$ cat src/rtl/cprs_pkg.sv
`timescale 1ns/1ps
package cprs_pkg;
    localparam int DATA_W   = 8;
    localparam int CODE_W   = 2;
    localparam int STAGE_KW = 2;

    typedef logic [CODE_W-1:0] peri_code_t;

    localparam peri_code_t PERI_RSVD  = 2'b11;
    localparam peri_code_t PERI_RESET = 2'b10;
    localparam int         CPU_BIT    = 1;
    localparam int         CPU_DIV_K  = 2;

    typedef struct packed {
        peri_code_t peri_code;
        logic       cpu_div4;
    } ctl_regs_t;
endpackage

$ cat src/rtl/cprs_regs.sv
`timescale 1ns/1ps
module cprs_regs
    import cprs_pkg::*;
#(
    parameter int          ADDR_W    = 16,
    parameter [ADDR_W-1:0] PERI_ADDR = 16'hFFF3,
    parameter [ADDR_W-1:0] CPU_ADDR  = 16'hFFFB
) (
    input  logic              clk,
    input  logic              rst_n,
    input  logic [ADDR_W-1:0] bus_addr,
    input  logic [DATA_W-1:0] bus_wdata,
    input  logic              bus_wr_byte,
    input  logic              bus_wr_bit,
    input  logic [2:0]        bus_bit_idx,
    input  logic              bus_bit_val,
    output logic [DATA_W-1:0] bus_rdata,
    output peri_code_t        peri_code,
    output logic              cpu_div4
);
    ctl_regs_t  regs_d, regs_q;
    peri_code_t cand;
    logic       peri_hit, cpu_hit, any_wr;

    always_comb begin
        regs_d   = regs_q;
        peri_hit = (bus_addr == PERI_ADDR);
        cpu_hit  = (bus_addr == CPU_ADDR);
        any_wr   = bus_wr_byte || bus_wr_bit;

        // candidate code for the first stage
        cand = regs_q.peri_code;
        if (bus_wr_byte) begin
            cand = bus_wdata[CODE_W-1:0];
        end else if (bus_wr_bit && (int'(bus_bit_idx) < CODE_W)) begin
            cand[bus_bit_idx[0]] = bus_bit_val;
        end
        if (peri_hit && any_wr && (cand != PERI_RSVD)) begin
            regs_d.peri_code = cand;
        end

        if (cpu_hit && bus_wr_byte) begin
            regs_d.cpu_div4 = bus_wdata[CPU_BIT];
        end else if (cpu_hit && bus_wr_bit && (int'(bus_bit_idx) == CPU_BIT)) begin
            regs_d.cpu_div4 = bus_bit_val;
        end

        bus_rdata = '0;
        if (peri_hit) begin
            bus_rdata[CODE_W-1:0] = regs_q.peri_code;
        end else if (cpu_hit) begin
            bus_rdata[CPU_BIT] = regs_q.cpu_div4;
        end
    end

    always_ff @(posedge clk or negedge rst_n) begin
        if (!rst_n) begin
            regs_q <= '{peri_code: PERI_RESET, cpu_div4: 1'b1};
        end else begin
            regs_q <= regs_d;
        end
    end

    assign peri_code = regs_q.peri_code;
    assign cpu_div4  = regs_q.cpu_div4;

    // reserved code never reaches the register
    a_r4_no_reserved: assert property (@(posedge clk) disable iff (!rst_n)
        regs_q.peri_code != PERI_RSVD);

    // foreign address writes leave state alone
    a_r6_foreign_write: assert property (@(posedge clk) disable iff (!rst_n)
        (any_wr && !peri_hit && !cpu_hit) |=> $stable(regs_q));

    // bit writes to unused CPU register bits leave the divide bit alone
    a_r5_cpu_unused_bit: assert property (@(posedge clk) disable iff (!rst_n)
        (bus_wr_bit && !bus_wr_byte && cpu_hit && (int'(bus_bit_idx) != CPU_BIT))
        |=> $stable(regs_q.cpu_div4));
endmodule

$ cat src/rtl/cprs_div_stage.sv
`timescale 1ns/1ps
module cprs_div_stage #(
    parameter int MAX_K = 2,
    parameter int K_W   = 2,
    parameter int RST_K = 2
) (
    input  logic           clk,
    input  logic           rst_n,
    input  logic           in_en,
    input  logic [K_W-1:0] req_k,
    output logic           en_o
);
    localparam int CNT_W = (MAX_K < 1) ? 1 : MAX_K;

    typedef struct packed {
        logic [CNT_W-1:0] cnt;
        logic [K_W-1:0]   act_k;
    } stage_t;

    stage_t           st_d, st_q;
    logic [CNT_W-1:0] last_cnt;
    logic             at_end;

    always_comb begin
        st_d     = st_q;
        last_cnt = CNT_W'((32'd1 << st_q.act_k) - 32'd1);
        at_end   = (st_q.cnt == last_cnt);
        en_o     = in_en && at_end;
        if (in_en) begin
            if (at_end) begin
                st_d.cnt   = '0;
                st_d.act_k = req_k;   // ratio reloads only on a period boundary
            end else begin
                st_d.cnt = st_q.cnt + 1'b1;
            end
        end
    end

    always_ff @(posedge clk or negedge rst_n) begin
        if (!rst_n) begin
            st_q <= '{cnt: '0, act_k: K_W'(RST_K)};
        end else begin
            st_q <= st_d;
        end
    end

    // active ratio changes only at a period boundary
    a_r7_ratio_held: assert property (@(posedge clk) disable iff (!rst_n)
        !(in_en && at_end) |=> $stable(st_q.act_k));

    // count stays inside the active period
    a_r7_count_bound: assert property (@(posedge clk) disable iff (!rst_n)
        st_q.cnt <= last_cnt);

    // requested exponent is always a supported one
    a_r2_req_in_range: assert property (@(posedge clk) disable iff (!rst_n)
        int'(req_k) <= MAX_K);

    // ticks are one cycle wide when the ratio exceeds 1
    a_r8_one_cycle: assert property (@(posedge clk) disable iff (!rst_n)
        (en_o && (st_q.act_k != '0) && (req_k != '0)) |=> !en_o);
endmodule

$ cat src/rtl/cprs_top.sv
`timescale 1ns/1ps
module cprs_top
    import cprs_pkg::*;
#(
    parameter int          ADDR_W    = 16,
    parameter [ADDR_W-1:0] PERI_ADDR = 16'hFFF3,
    parameter [ADDR_W-1:0] CPU_ADDR  = 16'hFFFB
) (
    input  logic              clk,
    input  logic              rst_n,
    input  logic [ADDR_W-1:0] bus_addr,
    input  logic [7:0]        bus_wdata,
    input  logic              bus_wr_byte,
    input  logic              bus_wr_bit,
    input  logic [2:0]        bus_bit_idx,
    input  logic              bus_bit_val,
    output logic [7:0]        bus_rdata,
    output logic              peri_tick,
    output logic              cpu_tick
);
    localparam int PERI_MAX_K = 2;
    localparam int PERI_RST_K = int'(PERI_RESET);

    peri_code_t         peri_code;
    logic               cpu_div4;
    logic [STAGE_KW-1:0] cpu_k;

    cprs_regs #(
        .ADDR_W    (ADDR_W),
        .PERI_ADDR (PERI_ADDR),
        .CPU_ADDR  (CPU_ADDR)
    ) u_regs (
        .clk         (clk),
        .rst_n       (rst_n),
        .bus_addr    (bus_addr),
        .bus_wdata   (bus_wdata),
        .bus_wr_byte (bus_wr_byte),
        .bus_wr_bit  (bus_wr_bit),
        .bus_bit_idx (bus_bit_idx),
        .bus_bit_val (bus_bit_val),
        .bus_rdata   (bus_rdata),
        .peri_code   (peri_code),
        .cpu_div4    (cpu_div4)
    );

    cprs_div_stage #(
        .MAX_K (PERI_MAX_K),
        .K_W   (STAGE_KW),
        .RST_K (PERI_RST_K)
    ) u_peri_stage (
        .clk   (clk),
        .rst_n (rst_n),
        .in_en (1'b1),
        .req_k (STAGE_KW'(peri_code)),
        .en_o  (peri_tick)
    );

    assign cpu_k = cpu_div4 ? STAGE_KW'(CPU_DIV_K) : '0;

    cprs_div_stage #(
        .MAX_K (CPU_DIV_K),
        .K_W   (STAGE_KW),
        .RST_K (CPU_DIV_K)
    ) u_cpu_stage (
        .clk   (clk),
        .rst_n (rst_n),
        .in_en (peri_tick),
        .req_k (cpu_k),
        .en_o  (cpu_tick)
    );

    // CPU tick coincides with a peripheral tick
    a_r9_cpu_in_peri: assert property (@(posedge clk) disable iff (!rst_n)
        cpu_tick |-> peri_tick);
endmodule

$ cat config.mk
export PLATFORM = sky130hd
export DESIGN_NAME = cprs_top
export DESIGN_NICKNAME = d
export VERILOG_FILES = /design/src/rtl/cprs_pkg.sv /design/src/rtl/cprs_regs.sv /design/src/rtl/cprs_div_stage.sv /design/src/rtl/cprs_top.sv
export SDC_FILE = /design/constraint.sdc
export NUM_CORES = 1
export LEC_CHECK = 0
export ABC_AREA = 1
export ABC_CLOCK_PERIOD_IN_PS = 1800
export BUFFER_PORTS_ARGS = -buffer_cell sky130_fd_sc_hd__buf_4
export CORE_MARGIN = 3
export CORE_UTILIZATION = 30
export DETAILED_ROUTE_END_ITERATION = 7
export PLACE_DENSITY = 0.67
export RECOVER_POWER = 100
export SYNTH_ARGS = -nofsm -noshare
export SYNTH_HDL_FRONTEND = slang
export SYNTH_HIERARCHICAL = 1
export SYNTH_SLANG_ARGS = --single-unit
export TNS_END_PERCENT = 10
$ cat constraint.sdc
create_clock -name clk -period 1.8 [get_ports clk]
set_clock_uncertainty 0.2 [all_clocks]
set_input_delay 0.45 -clock clk [delete_from_list [all_inputs] [get_ports clk]]
set_output_delay 0.45 -clock clk [all_outputs]
set_load 0.01 [all_outputs]
==> flow_summary.json <==
{
  "worstSetupEndpoint": "cpu_tick",
  "clock_latency_ps": 270,
  "n_antenna_cell": 0,
  "r2r_slack_ps": 120,
  "hold_class": "flip-flop to flip-flop",
  "startpoint_type": "flip-flop",
  "post-route-util_pct": 46.0,
  "cts_tree": "done",
  "grt_pass1_vias": 778,
  "clock-sinks": 11,
  "clockRootBuffer": "clkbuf_4",
  "end_kind": "primary output",
  "pin_count": 42,
  "dr_total_vias": 849,
  "first_pass_iters": 4,
  "cts_buffer_depth": 2,
  "ir_drop_mv": 0.606,
  "synthesis.area_sq_um": 830,
  "grt_pass1_wl_um": 2960,
  "power_density_nw_per_um2": 963,
  "initial_core_util_pct": 32.6,
  "max-slew-margin-rel_pct": 59.7,
  "numCtsBuffers": 3,
  "syn_area_per_cell_sq_um": 6.91,
  "die_h_um": 58.6,
  "maxCapViolations": 0,
  "grt_usage_pct": 11.1,
  "cp_max_fo": 5,
  "reg2reg_to": "u_cpu_stage/st_q[1]",
  "dp_cells": 189,
  "remaining_drc_errors": 0,
  "synth.top_cell.area_share_pct": 21.1,
  "hpwl_um": 1490,
  "critPathKind": "flip-flop to primary output",
  "synthTopCellsByArea": "dfrtp_1 (21%), nand2_1 (16%), dfstp_2 (13%)",
  "grt_overflow": 0,
  "wirelength_um": 1720,
  "seq_area_frac_synth_pct": 33.8,
  "finalHoldViolations": 0,
  "finalNetCount": 197,
  "ant_nets": 0,
  "status": "finished, violations left",
  "avgViaCountPerCell": 4.38,
  "die_x_um": 58.6,
  "violations": "negative setup slack",
  "wl_per_cell_um": 8.87,
  "drive_above_1_share_pct": 37.8,
  "fin_crit_sh_pct": 118,
  "p_leak_nw": 0.602,
  "cts-htree-levels": 1,
  "gp_routability_congestion": 0.755,
  "cp.required_ps": 1150,
  "setup_ws_ps": -320,
  "grt_max_degree": 12,
  "fmaxAchievable_mhz": 472,
  "worst_pin_slew_ps": 604,
  "reg2regPathDepth": 8,
  "finalNonFillerCells": 194,
  "crit_arrival_ps": 1470,
  "antenna_found_initial": 0,
  "cts.reportedPaths.clkPinSlew_ps": 70,
  "syn_inst": 120,
  "slew_viol_final": 0,
  "yosysUniqueCellTypes": 22,
  "yosysTopAreaCell": "dfrtp_1",
  "period_needed_ps": 2120,
  "area_growth_pct": 41.0,
  "fp-row-count": 18,
  "setup_viol": 4,
  "synth_warnings": 6,
  "port_buffers": 29,
  "drtIter0Drc": 8,
  "core-area_sq_um": 2540,
  "fillers": 270,
  "yosys_register_bits": 11,
  "cp-startpoint": "u_peri_stage/st_q[1]",
  "die_area_sq_um": 3430,
  "rsz0062_at_grt": "yes",
  "timing.rr.start": "u_peri_stage/st_q[1]"
}
==> through the flow <==
stage	hold slack [ps]	setup TNS (ps)	total power [mW]	worst slack, ps	instance area (sq um)
after floorplan	-45.6	-68.0	0.752	-68.0	856
after global placement	88.0	-105	0.921	-83.9	1130
after detailed placement	91.8	-237	0.952	-141	1130
after CTS	277	-841	1.13	-339	1170
after global routing	291	-1160	1.23	-422	1170
final	273	-784	1.13	-320	1170
==> kinds of logic (layout without fill, tap and decap cells) <==
logic type      Yosys count  count (layout)  synth area share [%]
other cells               3              10                  1.36
xor+xnor                  4               4                  4.22
simple gates             73              73                  42.7
flops                    11              11                  33.8
compound gates            9               9                  6.18
buf+inv                  20              57                  11.8
==> layout by cell type, fill, tap and decap left out, drive strengths merged, types with 4 or more instances in the layout <==
master / Yosys / final
nand2: 39 / 39
conb: 3 / 10
dfrtp: 7 / 7
nand3: 8 / 8
nor2: 23 / 23
dfstp: 4 / 4
inv: 14 / 14
buf: 6 / 36
o21ai: 4 / 4
clkbuf: 0 / 6
==> power by group <==
part           leakage (nW)  total, mW  internal [mW]  switching [mW]
Sequential            0.124      0.418          0.337          0.0812
Clock                0.0150      0.167         0.0858          0.0816
Combinational         0.463      0.541          0.268           0.273
==> worst min path at each step <==
stage | from | endpoint | slack [ps] | cells past startpoint
4_1_cts | u_regs/cpu_div4 | u_cpu_stage/st_q[1] | 280 | 2
6_report | u_regs/peri_code[1] | u_peri_stage/st_q[1] | 270 | 2
2_1_floorplan | rst_n | u_cpu_stage/st_q[0] | -50 | 0
3_3_place_gp | rst_n | u_cpu_stage/st_q[3] | 90 | 1
3_5_place_dp | rst_n | u_peri_stage/st_q[3] | 90 | 1
5_1_grt | u_regs/cpu_div4 | u_cpu_stage/st_q[1] | 290 | 2
==> area by class of cell <==
class | count | area [sq um] | area share [%]
sequential | 11 | 280 | 24.0
timing repair buffer | 39 | 295 | 25.2
multi-input combinational | 96 | 478 | 40.9
inverter | 14 | 52.6 | 4.49
clock buffer | 4 | 26.3 | 2.25
tap | 30 | 37.5 | 3.21
==> critical path, stage by stage (launching register included) <==
cell and delay, ps:
dfstp_2 580, nor2_2 40, nand2_1 70, nand2_2 80, nor2_4 130, nand3_2 100, nor2_4 110, buf_6 110
==> synth_stat cells, drive strengths merged <==
master   n
xor2     2
a21oi    2
nor3     1
buf      6
nor3b    1
xnor2    2
dfrtp    7
conb     3
o21bai   2
o22ai    1
inv     14
nand4    1
nand2   39
nor2    23
o21ai    4
dfstp    4
nand3    8
==> registers in the layout (all words and copies together), names as in the netlist <==
| signal | cells |
|---|---|
| u_cpu_stage/st_q | 4 |
| u_peri_stage/st_q | 4 |
| u_regs/peri_code | 2 |
| u_regs/cpu_div4 | 1 |
==> routing by layer <==
layer / global-route usage [%] / routed length (um) / up-vias
met2: 18.0 / 756 / 38
met4: 7.12 / 42 / 0
met3: 2.41 / 158 / 4
met5: 0 / 0 / -
met1: 13.0 / 764 / 370
li1: - / - / 437
==> timing repair <==
action | in CTS | in global routing
hold endpoints to repair | 7 | 0
hold buffers | 1 | 0
setup buffers | 0 | 0
endpoints found under the setup margin | 4 | 5
gates resized for setup | 1 | 3
cloned | 0 | 0
Power figures use the tool's default switching activity.
